$ cat src/rtl/audrx_pkg.sv
// Shared sizes and the held configuration record for the serial audio
// receive deserializer. Assumes a power-of-two word size.
package audrx_pkg;
    localparam int unsigned WORD_BITS = 32;
    localparam int unsigned IDX_W     = $clog2(WORD_BITS);
    localparam int unsigned CNT_W     = 5;

    typedef struct packed {
        logic [IDX_W-1:0] lead_width;  // bits in word 0, minus one
        logic [IDX_W-1:0] tail_width;  // bits in later words, minus one
        logic [IDX_W-1:0] start_pos;   // position of each word's first bit
        logic             msb_first;   // 1: positions walk downward
        logic [CNT_W-1:0] last_word;   // words per frame, minus one
    } rx_cfg_t;
endpackage

$ cat src/rtl/audrx_cfg_hold.sv
// Holds the receive configuration. It copies the live inputs on every
// edge where the receiver is disabled and freezes them while enabled.
// Assumes the inputs are stable in the cycle before enable rises.
module audrx_cfg_hold
    import audrx_pkg::*;
(
    input  logic    clk,
    input  logic    rst_n,
    input  logic    enable,
    input  rx_cfg_t cfg_in,
    output rx_cfg_t cfg_q
);
    // Capture settings only while disabled; clear them on reset.
    always_ff @(posedge clk) begin
        if (!rst_n) begin
            cfg_q <= '0;
        end else if (!enable) begin
            cfg_q <= cfg_in;
        end
    end
endmodule

$ cat src/rtl/audrx_seq.sv
// Frame sequencer. It counts bits within a word and words within a frame,
// starts a frame on a sync, stops after the last word and goes idle while
// disabled. It assumes the settings are held for as long as it is enabled.
module audrx_seq
    import audrx_pkg::*;
(
    input  logic             clk,
    input  logic             rst_n,
    input  logic             enable,
    input  logic             fsync,
    input  rx_cfg_t          cfg,
    output logic             take,
    output logic             word_start,
    output logic             word_end,
    output logic [CNT_W-1:0] word_idx
);
    logic             active_q;
    logic [IDX_W-1:0] bit_q;
    logic [CNT_W-1:0] word_q;
    logic             start;
    logic [IDX_W-1:0] cur_bit;
    logic [CNT_W-1:0] cur_word;
    logic [IDX_W-1:0] width_now;

    // Decide whether this bit is taken and where it falls in its word.
    always_comb begin
        start      = enable & fsync;
        take       = enable & (fsync | active_q);
        cur_bit    = start ? '0 : bit_q;
        cur_word   = start ? '0 : word_q;
        width_now  = (cur_word == '0) ? cfg.lead_width : cfg.tail_width;
        word_start = take & (cur_bit == '0);
        word_end   = take & (cur_bit == width_now);
    end

    assign word_idx = word_q;

    // Advance the bit and word counters; stop after the frame's last word.
    always_ff @(posedge clk) begin
        if (!rst_n || !enable) begin
            active_q <= 1'b0;
            bit_q    <= '0;
            word_q   <= '0;
        end else if (take) begin
            if (word_end) begin
                bit_q <= '0;
                if (cur_word == cfg.last_word) begin
                    active_q <= 1'b0;
                    word_q   <= cur_word;
                end else begin
                    active_q <= 1'b1;
                    word_q   <= cur_word + 1'b1;
                end
            end else begin
                active_q <= 1'b1;
                bit_q    <= cur_bit + 1'b1;
                word_q   <= cur_word;
            end
        end
    end
endmodule

$ cat src/rtl/audrx_pack.sv
// Word assembler. It places each taken bit at a walking position, starts
// each word from zeros, and registers the finished word with a one-cycle
// strobe. It assumes take/start/end come from the sequencer in the same cycle.
module audrx_pack
    import audrx_pkg::*;
(
    input  logic                 clk,
    input  logic                 rst_n,
    input  logic                 sdata,
    input  logic                 take,
    input  logic                 word_start,
    input  logic                 word_end,
    input  logic [IDX_W-1:0]     start_pos,
    input  logic                 msb_first,
    output logic [WORD_BITS-1:0] word_data,
    output logic                 word_valid
);
    logic [WORD_BITS-1:0] acc_q;
    logic [IDX_W-1:0]     pos_q;
    logic [IDX_W-1:0]     pos;
    logic [WORD_BITS-1:0] base;
    logic [WORD_BITS-1:0] merged;
    logic [IDX_W-1:0]     pos_next;

    // Merge the current bit into the partial word at its position.
    always_comb begin
        pos      = word_start ? start_pos : pos_q;
        base     = word_start ? '0 : acc_q;
        merged   = base | (WORD_BITS'(sdata) << pos);
        pos_next = msb_first ? (pos - 1'b1) : (pos + 1'b1);
    end

    // Keep the partial word and publish it when its last bit arrives.
    always_ff @(posedge clk) begin
        if (!rst_n) begin
            acc_q      <= '0;
            pos_q      <= '0;
            word_data  <= '0;
            word_valid <= 1'b0;
        end else begin
            word_valid <= word_end;
            if (take) begin
                acc_q <= merged;
                pos_q <= pos_next;
                if (word_end) begin
                    word_data <= merged;
                end
            end
        end
    end
endmodule

$ cat src/rtl/audrx_deser.sv
// Top level of the serial audio receive word deserializer. It holds the
// configuration, sequences frames and assembles words. One bit per clk.
module audrx_deser
    import audrx_pkg::*;
(
    input  logic                 clk,
    input  logic                 rst_n,
    input  logic                 rx_enable,
    input  logic                 frame_sync,
    input  logic                 serial_in,
    input  logic [IDX_W-1:0]     lead_width,
    input  logic [IDX_W-1:0]     tail_width,
    input  logic [IDX_W-1:0]     start_pos,
    input  logic                 msb_first,
    input  logic [CNT_W-1:0]     last_word,
    output logic [WORD_BITS-1:0] word_data,
    output logic                 word_valid
);
    rx_cfg_t          cfg_live;
    rx_cfg_t          cfg_q;
    logic             take;
    logic             word_start;
    logic             word_end;
    logic [CNT_W-1:0] word_cnt;

    // Gather the loose configuration pins into one record.
    always_comb begin
        cfg_live.lead_width = lead_width;
        cfg_live.tail_width = tail_width;
        cfg_live.start_pos  = start_pos;
        cfg_live.msb_first  = msb_first;
        cfg_live.last_word  = last_word;
    end

    audrx_cfg_hold u_hold (
        .clk    (clk),
        .rst_n  (rst_n),
        .enable (rx_enable),
        .cfg_in (cfg_live),
        .cfg_q  (cfg_q)
    );

    audrx_seq u_seq (
        .clk        (clk),
        .rst_n      (rst_n),
        .enable     (rx_enable),
        .fsync      (frame_sync),
        .cfg        (cfg_q),
        .take       (take),
        .word_start (word_start),
        .word_end   (word_end),
        .word_idx   (word_cnt)
    );

    audrx_pack u_pack (
        .clk        (clk),
        .rst_n      (rst_n),
        .sdata      (serial_in),
        .take       (take),
        .word_start (word_start),
        .word_end   (word_end),
        .start_pos  (cfg_q.start_pos),
        .msb_first  (cfg_q.msb_first),
        .word_data  (word_data),
        .word_valid (word_valid)
    );
endmodule

$ cat config.mk
export PLATFORM = sky130hd
export DESIGN_NAME = audrx_deser
export DESIGN_NICKNAME = d
export VERILOG_FILES = /design/src/rtl/audrx_pkg.sv /design/src/rtl/audrx_cfg_hold.sv /design/src/rtl/audrx_seq.sv /design/src/rtl/audrx_pack.sv /design/src/rtl/audrx_deser.sv
export SDC_FILE = /design/constraint.sdc
export NUM_CORES = 1
export LEC_CHECK = 0
export ABC_AREA = 1
export BUFFER_PORTS_ARGS = -buffer_cell sky130_fd_sc_hd__buf_2
export CORE_MARGIN = 2
export CORE_UTILIZATION = 40
export DETAILED_ROUTE_END_ITERATION = 7
export PLACE_DENSITY_LB_ADDON = 0.12
export SLEW_MARGIN = 15
export SYNTH_ARGS = -nofsm -noshare
export SYNTH_HDL_FRONTEND = slang
export SYNTH_SLANG_ARGS = --single-unit
$ cat constraint.sdc
create_clock -name clk -period 4.5 [get_ports clk]
set_input_delay 0 -clock clk [delete_from_list [all_inputs] [get_ports clk]]
set_output_delay 0 -clock clk [all_outputs]
set_load 0.02 [all_outputs]
Word level (Yosys, flattened, before mapping):

Cells that the tools add are included.

* output and inout bits: 33
* register bits: 102
* input port bits: 26
* word-level logic and storage cells: 42

* multiplexer cells: 11
* equality and inequality tests: 2
* reductions and logical operators: 6
* add/subtract/negate cells: 4
* bitwise logic cells: 6
* shift operators: 1

Operators by type and width (count)
* $mux 5: 8
* $mux 32: 1
* $or 32x32->32: 1
* $shl 1x5->32: 1
* $add 5x1->5 const B: 3
* $eq 5x5->1: 2
* $logic_not 5->1: 2
* $sub 5x1->5 const B: 1
* $and 1x1->1: 4
* $logic_not 1->1: 2
* $mux 1: 2
* $reduce_and 2->1: 1
* $logic_or 1x1->1: 1
* $or 1x1->1: 1

Logic depth before layout (Yosys ltp):

Gate-level depths: netlist of the first run.

* word-level depth: 7
* depth in mapped cells: 20
* mapped depth without buffers: 17

Hierarchy:

From an unflattened synthesis of the first run, not the netlist that was laid out.

* cell total of the unflattened synthesis: 861
* area, all modules: 5629.1 um2

Modules (own cells, without submodules)
* audrx_pack: sequential area each 1401.3 um2, cells each 559, area an instance 3663.5 um2, times used 1
* audrx_seq: sequential area each 220.2 um2, cells each 169, area an instance 1079.8 um2, times used 1
* audrx_cfg_hold: sequential area each 420.4 um2, cells each 133, area an instance 885.8 um2, times used 1

Least setup slack after synthesis of the first run:

OpenSTA, ideal clock, no wires.

* path type: input port to flip-flop
* start point: input port rx_enable
* end point: register u_pack.pos_q[4]
* stages on the path: 20
* slack: 2.203 ns
* arrival time: 2.179 ns
* cell sequence: buf_4 nand2_8 buf_6 nand2_1 ha_1 nand2_2 nor2_8 buf_8 nand2_2 o21ai_4 buf_6 ha_1 nand2_1 nand3b_1 nand2_1 nand2_1 nand3_1 nand2_1 nor2_1 nor2_1

* word-level cells in the longest chain between the ends: 7

Ends and longest elaborated chain
* start: declaration: line audrx_deser.sv:8 `input logic rx_enable,`
* $and 1x1->1: line audrx_seq.sv:27 `start = enable & fsync;`
* $mux 5: line audrx_seq.sv:29 `cur_bit = start ? '0 : bit_q;`
* $logic_not 5->1: line audrx_seq.sv:32 `word_start = take & (cur_bit == '0);`
* $and 1x1->1: line audrx_seq.sv:32
* $mux 5: line audrx_pack.sv:27 `pos = word_start ? start_pos : pos_q;`
* $add 5x1->5 or $sub 5x1->5 (tied branches): line audrx_pack.sv:30 `pos_next = msb_first ? (pos - 1'b1) : (pos + 1'b1);`
* $mux 5: line audrx_pack.sv:30
* end signal: assignment: line audrx_pack.sv:44 `pos_q <= pos_next;`
* end: declaration: line audrx_pack.sv:19 `logic [IDX_W-1:0] pos_q;`

Several ways; a longest one is shown, not always the timed one.
A chain may end at the register's enable or synchronous reset.

Worst setup path in the final report of the first run:

Same ends and word-level chain as after synthesis.

==> impl_metrics.ini, run 1 <==
[status]
status = finished, final reports clean

[global_route]
antenna_found_initial = 0
grt_use_met2_pct = 26.7
grt_pass1_vias = 4299
grt_max_degree = 71
met1_usage_pct = 25.3
grt_overflow = 0
grt.busiest_layer = met2
grtUsageTotal_pct = 17.7
use_met3_pct = 3.25
grt_pass1_wl_mm = 20.5

[worst_setup_path]
crit_slowest_cell = buf_2
cp_max_fo = 42
cp.arrival_ns = 3.09
max_stage_delay_ns = 0.55
r2r_end = u_pack.word_data[29]
worstPathCellList = buf_2 > nand2_8 > nand2_1 > ha_1 > nand2_2 > nor2_8 > inv_2 > nand2_1 > nand2_2 > ha_1 > nand2_1 > nand3b_1 > nand2_1 > nand2_1 > nand3_1 > nand2_1 > nor2_1 > nor2_1
cpMostUsedCell = nand2_1
rrSetupSlack_ns = 1.78
end_kind = register
start_kind = primary input
reg2reg_from = u_seq.word_idx[1]
r2r_cells = 12
path_class = primary input to register
cp.required_ns = 4.74

[min_path]
hp-class = primary input to register
whs_path_depth = 5
min_to = u_pack.acc_q[6]
hp-start = serial_in

[timing]
worst_pin_slew_ns = 1.03
fin_skew_ns = 0.00741
drv_slew = 0
rsz0062_at_grt = false
setup_ws_ns = 1.66
fin_crit_ns = 2.84
tns_ns = 0
hold_viol = 0
min_period_over_period_pct = 63.2
setup_violations = 0
max-slew-margin-rel_pct = 31.5
timing.fmax_mhz = 352

[layout]
antenna_cells = 0
post-route-util_pct = 47.2
finalNetCount = 823
fill_cells = 1291
drive_gt1_share_pct = 13.7
area_growth_syn_to_layout_pct = 15.0

[route]
detail_route.wl_per_cell_um = 12.6
drt_iter0_drc = 256
drc = 0
vias = 4735
wirelength_mm = 12.2
drt-pass1-iter-count = 5
viasPerCell = 4.90
final_antenna_net_count = 0

[clock_tree]
clockBufferDepth = 2
numCtsBuffers = 9
hold_buffers = 21
cts.clk_slew.worst_paths_ns = 0.07
cts_tree = built
root_buffer = clkbuf_16
cts_max_level = 3
cts_sinks = 102
clock_latency_ns = 0.35
cts_resized = 0
post_cts_buffers = 0

[floorplanning]
fp.dieH_um = 118
die_w_um = 118
row_count = 41
io_pins = 59
initial_core_util_pct = 41.0
core_area_um2 = 12700
fp.dieArea_um2 = 13900

[power]
total_leakage_power_uw = 0.00290
powerDensity_nw_per_um2 = 353
peakVddDrop_mv = 0.162

[placed_design]
dp_hpwl_mm = 7.92
port_buffers = 58
pre_cts_slack_ns = 1.28
gp_congestion = 0.879

[yosys]
synth_fp_nets = 771
syn-cell-area_um2 = 5190
syn_area_per_cell_um2 = 7.04
seq_area_frac_synth_pct = 39.3
synthCells = 738
ys_ff_latch = 102
ys.warnings.count = 0
yosysUniqueCellTypes = 30

[flow_run]
maxCapViolCount = 0
## through the flow
stage          area [um^2]  std cells  total power, uW  hold slack, ns
5_1_grt               5970        967             2210           0.170
2_1_floorplan         5190        738             1250           0.152
3_5_place_dp          5460        930             1320           0.249
6_report              5970        967             2110           0.161
3_3_place_gp          5460        930             1320           0.248
4_1_cts               5970        967             2130           0.155
## synth_stat cells
cell type | instances | area, um^2
nand2_1 | 198 | 743
dfxtp_1 | 102 | 2040
nor2_1 | 78 | 293
inv_1 | 71 | 267
o21ai_0 | 63 | 315
a21oi_1 | 61 | 305
nand4_1 | 47 | 294
clkbuf_1 | 23 | 86.3
nand3_1 | 22 | 110
buf_6 | 10 | 113
nand2_2 | 9 | 56.3
ha_1 | 7 | 87.6
xor2_1 | 7 | 61.3
o21bai_1 | 5 | 37.5
nand2_4 | 4 | 45.0
nor2_4 | 4 | 45.0
buf_2 | 3 | 15.0
buf_4 | 3 | 22.5
nor2_8 | 3 | 60.1
o21ai_4 | 3 | 48.8
inv_2 | 2 | 7.51
inv_4 | 2 | 12.5
nand3_4 | 2 | 35.0
nand3b_1 | 2 | 15.0
o21ai_2 | 2 | 17.5
buf_8 | 1 | 15.0
nand2_8 | 1 | 20.0
o21ai_1 | 1 | 5.00
o21bai_2 | 1 | 11.3
xnor2_1 | 1 | 8.76
## sequential cells by signal, indices dropped and copies added, names as in the netlist
register / count
u_seq.active_q: 1
u_seq.word_idx: 5
u_pack.pos_q: 5
u_pack.word_valid: 1
u_seq.bit_q: 5
u_pack.acc_q: 32
u_pack.word_data: 32
u_hold.cfg_q: 21
## worst max-delay path, delay by kind of cell
kind | cells | cell delay (ns)
buffers and inverters | 2 | 0.85
adders and majority gates | 2 | 0.50
and+or+nand+nor | 14 | 1.71
## power breakdown
| part | internal [uW] | leakage (uW) | switching, uW | total [uW] |
|---|---|---|---|---|
| logic | 112 | 0.00192 | 240 | 352 |
| clock network | 444 | 0.000148 | 348 | 792 |
| registers | 943 | 0.000831 | 20.1 | 963 |
| total | 1500 | 0.00290 | 608 | 2110 |
## cell families after synthesis
family / synth area share, %
AO/OA/AOI/OAI: 14.3
XOR/XNOR: 1.35
adder cells (fa/ha/maj): 1.69
flip-flops: 39.3
AND/OR/NAND/NOR: 33.0
buffers and inverters: 10.4
## final cells by class
cell class | instances | area [um^2] | area share, %
tap | 172 | 215 | 3.60
clock inverter | 6 | 61.3 | 1.03
timing repair buffer | 81 | 515 | 8.63
clock buffer | 10 | 239 | 4.00
multi-input combinational | 521 | 2620 | 43.8
sequential | 102 | 2040 | 34.2
inverter | 75 | 287 | 4.80
## routing by layer
metal	share of wire, %	wire length, um
met1	51	6160
met3	4.0	485
met4	1.6	199
met5	0	0
met2	44	5320
## placed cells by master (no fill, tap or decap), types with 5 or more instances in the layout
cell type,Yosys,layout
dfxtp_1,102,102
nand3_1,22,22
inv_1,71,71
buf_2,3,58
o21ai_0,63,63
a21oi_1,61,61
o21bai_1,5,5
clkbuf_16,0,9
nand2_2,9,9
ha_1,7,7
nand2_1,198,198
nor2_1,78,78
dlygate4sd3_1,0,21
nand4_1,47,47
xor2_1,7,7
## worst max-delay path by stage
stage,endpoint,slack [ns],from,cells past startpoint
after floorplan,u_pack.pos_q[4],2.20,rx_enable,20
final,u_pack.pos_q[4],1.66,rx_enable,18
after detailed placement,u_pack.pos_q[4],1.28,rx_enable,18
after CTS,u_pack.pos_q[4],1.66,rx_enable,18
after global placement,u_pack.pos_q[4],1.37,rx_enable,18
after global routing,u_pack.word_data[21],1.26,rx_enable,14
Power figures use the tool's default switching activity.
==> run 2: changes to the inputs <==
==> constraint.sdc (replaced) <==
create_clock -name clk -period 2.5 [get_ports clk]
set_input_delay 0 -clock clk [delete_from_list [all_inputs] [get_ports clk]]
set_output_delay 0 -clock clk [all_outputs]
set_load 0.02 [all_outputs]
==> impl_metrics.ini, run 2 (synthesis results as in run 1) <==
[status]
status = finished, final reports clean

[timing]
tns_ns = 0
worst_pin_slew_ns = 0.658
fin_crit_ns = 2.22
fin_skew_ns = 0.00670
min_period_over_period_pct = 88.9
rsz0062_at_grt = false
setup_violations = 0
drv_slew = 0
hold_ws_ns = 0.0841
hold_viol = 0
max-slew-margin-rel_pct = 56.1
timing.fmax_mhz = 450

[layout]
multiInputGateArea_um2 = 2620
largestRegisters = u_pack.acc_q (32), u_pack.word_data (32), u_hold.cfg_q (21)
stdcell_area_um2 = 6090
antenna_cells = 0
final_common_cell = nand2_1
mostFrequentLayoutCells = 197 x nand2_1, 102 x dfxtp_1, 78 x nor2_1
finalNetCount = 834
fill_cells = 1293
seq_area_um2 = 2040
area_growth_syn_to_layout_pct = 17.2
drive_gt1_share_pct = 15.0

[global_route]
antenna_found_initial = 0
grt_max_degree = 71
grt_overflow = 0
grtUsageTotal_pct = 18.4
grt_pass1_wl_mm = 21.2
grt_pass1_vias = 4517

[worst_setup_path]
r2r_cells = 16
r2r_end = u_pack.pos_q[4]
reg2reg_from = u_seq.bit_q[0]
crit_family = simple AND/OR/NAND/NOR gates
max_stage_delay_ns = 0.37
cp_max_fo = 10
rrSetupSlack_ns = 0.28
cp.required_ns = 2.74
path_buf_inv = 1
cpMostUsedCell = nand2_1
end_kind = register
crit_slowest_cell = dfxtp_1
worstPathCellList = nand2_2 > ha_1 > nand2_2 > nor2_8 > buf_4 > nand2_2 > o21ai_4 > ha_1 > nand2_1 > nand3b_1 > nand2_1 > nand2_1 > nand3_1 > nand2_1 > nor2_1 > nor2_1
path_class = register to register
start_kind = register
cp.arrival_ns = 2.47

[clock_tree]
cts_sinks = 102
cts.clk_slew.worst_paths_ns = 0.07
cts_tree = built
clockBufferDepth = 2
numCtsBuffers = 9
clock_latency_ns = 0.36
cts_max_level = 3
root_buffer = clkbuf_16

[route]
drt-pass1-iter-count = 5
vias = 4776
wirelength_mm = 12.2
drc = 0
detail_route.wl_per_cell_um = 12.4
drt_iter0_drc = 230
viasPerCell = 4.88
final_antenna_net_count = 0

[power]
p_comb_share_pct = 16.9
total_leakage_power_uw = 0.00296
switchingPower_uw = 1100
p_seq_share_pct = 44.4
p_int_uw = 2790
peakVddDrop_mv = 0.294
p_sw_share_pct = 28.3
powerDensity_nw_per_um2 = 640
clkPwrFrac_pct = 38.7
power.total_uw = 3900

[floorplanning]
fp.dieH_um = 118
die_w_um = 118
io_pins = 59
row_count = 41
initial_core_util_pct = 41.0
fp.dieArea_um2 = 13900
core_area_um2 = 12700

[min_path]
hp-class = primary input to register
hp-start = rx_enable
min_to = u_seq.bit_q[2]
whs_path_depth = 4

[placed_design]
port_buffers = 58
gp_congestion = 0.854
dp_hpwl_mm = 8.12
dpl-instance-area_um2 = 5530

[flow_run]
maxCapViolCount = 0
==> run 2: changes by cell type in the layout (fill, tap and decap cells not counted), sizes merged <==
cell,previous run,this run
clkinv,4,3
buf,60,71
bufinv,1,2
==> run 2: worst max-delay path by stage <==
stage                         from               to  slack, ns  depth (start not counted)
floorplan                rx_enable  u_pack.pos_q[4]       0.20                         20
CTS                 u_seq.bit_q[0]  u_pack.pos_q[4]       0.15                         16
finish              u_seq.bit_q[0]  u_pack.pos_q[4]       0.28                         16
detailed placement       rx_enable  u_pack.pos_q[4]       0.16                         18
global placement         rx_enable  u_pack.pos_q[4]       0.23                         18
global route        u_seq.bit_q[0]  u_pack.pos_q[4]       0.02                         16
==> run 2: power by group through the flow <==
stage                     logic [uW]  registers, uW  clock network, uW
after floorplan                  448           1810                  0
after global placement           620           1770                  0
after detailed placement         626           1770                  0
after CTS                        653           1730               1550
after global routing             743           1740               1610
final                            659           1730               1510
==> run 2: metal layers <==
layer / vias to the layer above / global-route usage, % / part of all wire [%]
met4: 0 / 8.06 / 2.1
li1: 2518 / - / -
met5: - / 0 / 0
met1: 2145 / 25.0 / 50
met3: 23 / 2.66 / 3.1
met2: 90 / 29.1 / 45
==> run 2: stage by stage <==
step                worst slack [ns]  util (%)  cells
finish                         0.278      48.1    978
global route                  0.0176      48.1    978
CTS                            0.155      47.8    974
detailed placement             0.160      43.6    937
global placement               0.229      43.6    937
floorplan                      0.203         -    738
==> run 2: worst min-delay path: stages <==
cell	delay [ns]
buf_2	0.15
nand2_2	0.11
nand2_1	0.08
a21oi_1	0.05
==> run 2: timing repair <==
action / in CTS / in global routing
resized for setup: 0 / 2
endpoints found under the hold margin: 21 / 0
hold buffers: 21 / 0
buffers inserted: 0 / 4
endpoints found under the setup margin: 0 / 11
==> run 2: layout make-up <==
class,instances,area share (%)
inverter,75,4.71
clock inverter,6,1.42
tap,172,3.53
sequential,102,33.5
timing repair buffer,92,10.0
clock buffer,10,3.76
multi-input combinational,521,43.0
==> run 3: changes to the inputs <==
--- a/config.mk
+++ b/config.mk
@@ -7,10 +7,13 @@
 export LEC_CHECK = 0
 export ABC_AREA = 1
 export BUFFER_PORTS_ARGS = -buffer_cell sky130_fd_sc_hd__buf_2
+export CELL_PAD_IN_SITES_DETAIL_PLACEMENT = 1
+export CELL_PAD_IN_SITES_GLOBAL_PLACEMENT = 1
 export CORE_MARGIN = 2
-export CORE_UTILIZATION = 40
+export CORE_UTILIZATION = 38
 export DETAILED_ROUTE_END_ITERATION = 7
 export PLACE_DENSITY_LB_ADDON = 0.12
+export SETUP_SLACK_MARGIN = 0.3
 export SLEW_MARGIN = 15
 export SYNTH_ARGS = -nofsm -noshare
 export SYNTH_HDL_FRONTEND = slang
==> impl_metrics.ini, run 3 (synthesis results as in run 1) <==
[timing]
min_period_over_period_pct = 83.1
timing.fmax_mhz = 481
setup_violations = 0
worst_pin_slew_ns = 0.659
max-slew-margin-rel_pct = 56.1
fin_crit_ns = 2.08
fin_skew_ns = 0.00817
hold_viol = 0
rsz0062_at_grt = false
setup_ws_ns = 0.422
drv_slew = 0
tns_ns = 0

[route]
wirelength_mm = 16.1
drc = 0
final_antenna_net_count = 0
drt-pass1-iter-count = 4
top_layer = met4
vias = 5136
m1WireLength_mm = 7.65
drt_iter0_drc = 205
dr_wl_met2_mm = 7.84
viasPerCell = 5.11
wl_met3_um = 414
detail_route.wl_per_cell_um = 16.1

[worst_setup_path]
r2r_cells = 13
r2r_end = u_pack.word_data[5]
path_buf_inv = 2
worstPathCellList = nand2_2 > ha_4 > nand3_4 > nand2_1 > nand3_1 > nand2_1 > nand2_1 > nor2_4 > nand3_4 > buf_12 > buf_6 > nor2_1 > nor2_1
crit_slowest_cell = dfxtp_1
cp.arrival_ns = 2.33
cp_max_fo = 17
rrSetupSlack_ns = 0.42
end_kind = register
start_kind = register
cp.required_ns = 2.75
crit_family = simple AND/OR/NAND/NOR gates
critPathLaunch = u_seq.word_idx[1]
cpMostUsedCell = nand2_1
max_stage_delay_ns = 0.35
reg2reg_from = u_seq.word_idx[1]
path_class = register to register

[global_route]
antenna_found_initial = 0
grt_pass1_wl_mm = 23.9
grt_pass1_vias = 4989
grt_max_degree = 71
grt_overflow = 0
grtUsageTotal_pct = 20.4

[floorplanning]
io_pins = 59
fp.dieArea_um2 = 14600
die_w_um = 121
core_area_um2 = 13300
initial_core_util_pct = 39.1
row_count = 42
fp.dieH_um = 121

[layout]
mostFrequentLayoutCells = 193 x nand2_1, 99 x dfxtp_1, 78 x nor2_1
finalNetCount = 857
antenna_cells = 0
drive_gt1_share_pct = 18.5
largestRegisters = u_pack.acc_q (32), u_pack.word_data (32), u_hold.cfg_q (21)
area_growth_syn_to_layout_pct = 24.5
final_common_cell = nand2_1

[placed_design]
gp_congestion = 0.849
pre_cts_slack_ns = 0.232
port_buffers = 58
dp_hpwl_mm = 9.68

[flow_run]
maxCapViolCount = 0

[min_path]
hp-class = primary input to register
whs_path_depth = 4
hp-start = rx_enable
min_to = u_seq.bit_q[1]

[power]
powerDensity_nw_per_um2 = 626
peakVddDrop_mv = 0.333
total_leakage_power_uw = 0.00313
power.total_uw = 4050

[clock_tree]
cts_max_level = 3
cts_sinks = 102
root_buffer = clkbuf_16
clockBufferDepth = 2
cts_tree = built
clock_latency_ns = 0.35
cts.clk_slew.worst_paths_ns = 0.07
numCtsBuffers = 9

[status]
status = finished, final reports clean
[run 3: repair_timing]
| item | 4_1_cts | 5_1_grt |
|---|---|---|
| gates resized for setup | 3 | 17 |
| endpoints found under the hold margin | 21 | 0 |
| pin swaps | 1 | 12 |
| gates cloned | 0 | 8 |
| hold buffers | 21 | 0 |
| buffers inserted | 1 | 15 |
| endpoints found under the setup margin | 40 | 50 |
[run 3: how the worst max path moves through the flow]
stage                     endpoint  slack, ns  cells after the start
2_1_floorplan      u_pack.pos_q[4]       0.31                     20
6_report       u_pack.word_data[5]       0.42                     13
4_1_cts            u_pack.pos_q[4]       0.31                     16
3_3_place_gp       u_pack.pos_q[4]       0.31                     18
3_5_place_dp       u_pack.pos_q[4]       0.23                     18
5_1_grt          u_seq.word_idx[4]       0.28                     13
[run 3: worst register-to-register path, delay by kind of cell, from the launching register on]
family | cells | cell delay [ns]
buffers and inverters | 2 | 0.37
AND/OR/NAND/NOR | 10 | 1.06
flip-flops | 1 | 0.35
adder cells (fa/ha/maj) | 1 | 0.22
[run 3: cell type report]
cell class / instances / area [um^2]
Tap cell: 176 / 220
Sequential cell: 102 / 2050
Clock buffer: 13 / 250
Multi-Input combinational cell: 521 / 2700
Clock inverter: 3 / 67.6
Inverter: 75 / 287
Timing Repair Buffer: 115 / 892
Fill cell: 1693 / 6830
[run 3: where the power goes]
part	internal, uW	total [uW]	switching (uW)
registers	1700	1730	38.9
clock network	907	1540	631
logic	279	774	496
total	2880	4050	1170
[run 3: routing by layer]
layer  vias to the layer above  global-route usage, %
met3                        15                   3.67
met5                         -                      0
met1                      2489                   26.4
met2                        76                   34.4
met4                         0                   6.25
li1                       2556                      -
[run 3: per-stage QoR]
stage / hold WS (ns) / utilization (%) / area (um^2) / cells
after floorplan: 0.152 / - / 5210 / 738
after global placement: 0.236 / 41.9 / 5570 / 944
after detailed placement: 0.258 / 41.9 / 5570 / 944
after CTS: 0.106 / 46.1 / 6120 / 982
after global routing: 0.120 / 48.6 / 6470 / 1005
final: 0.118 / 48.6 / 6470 / 1005
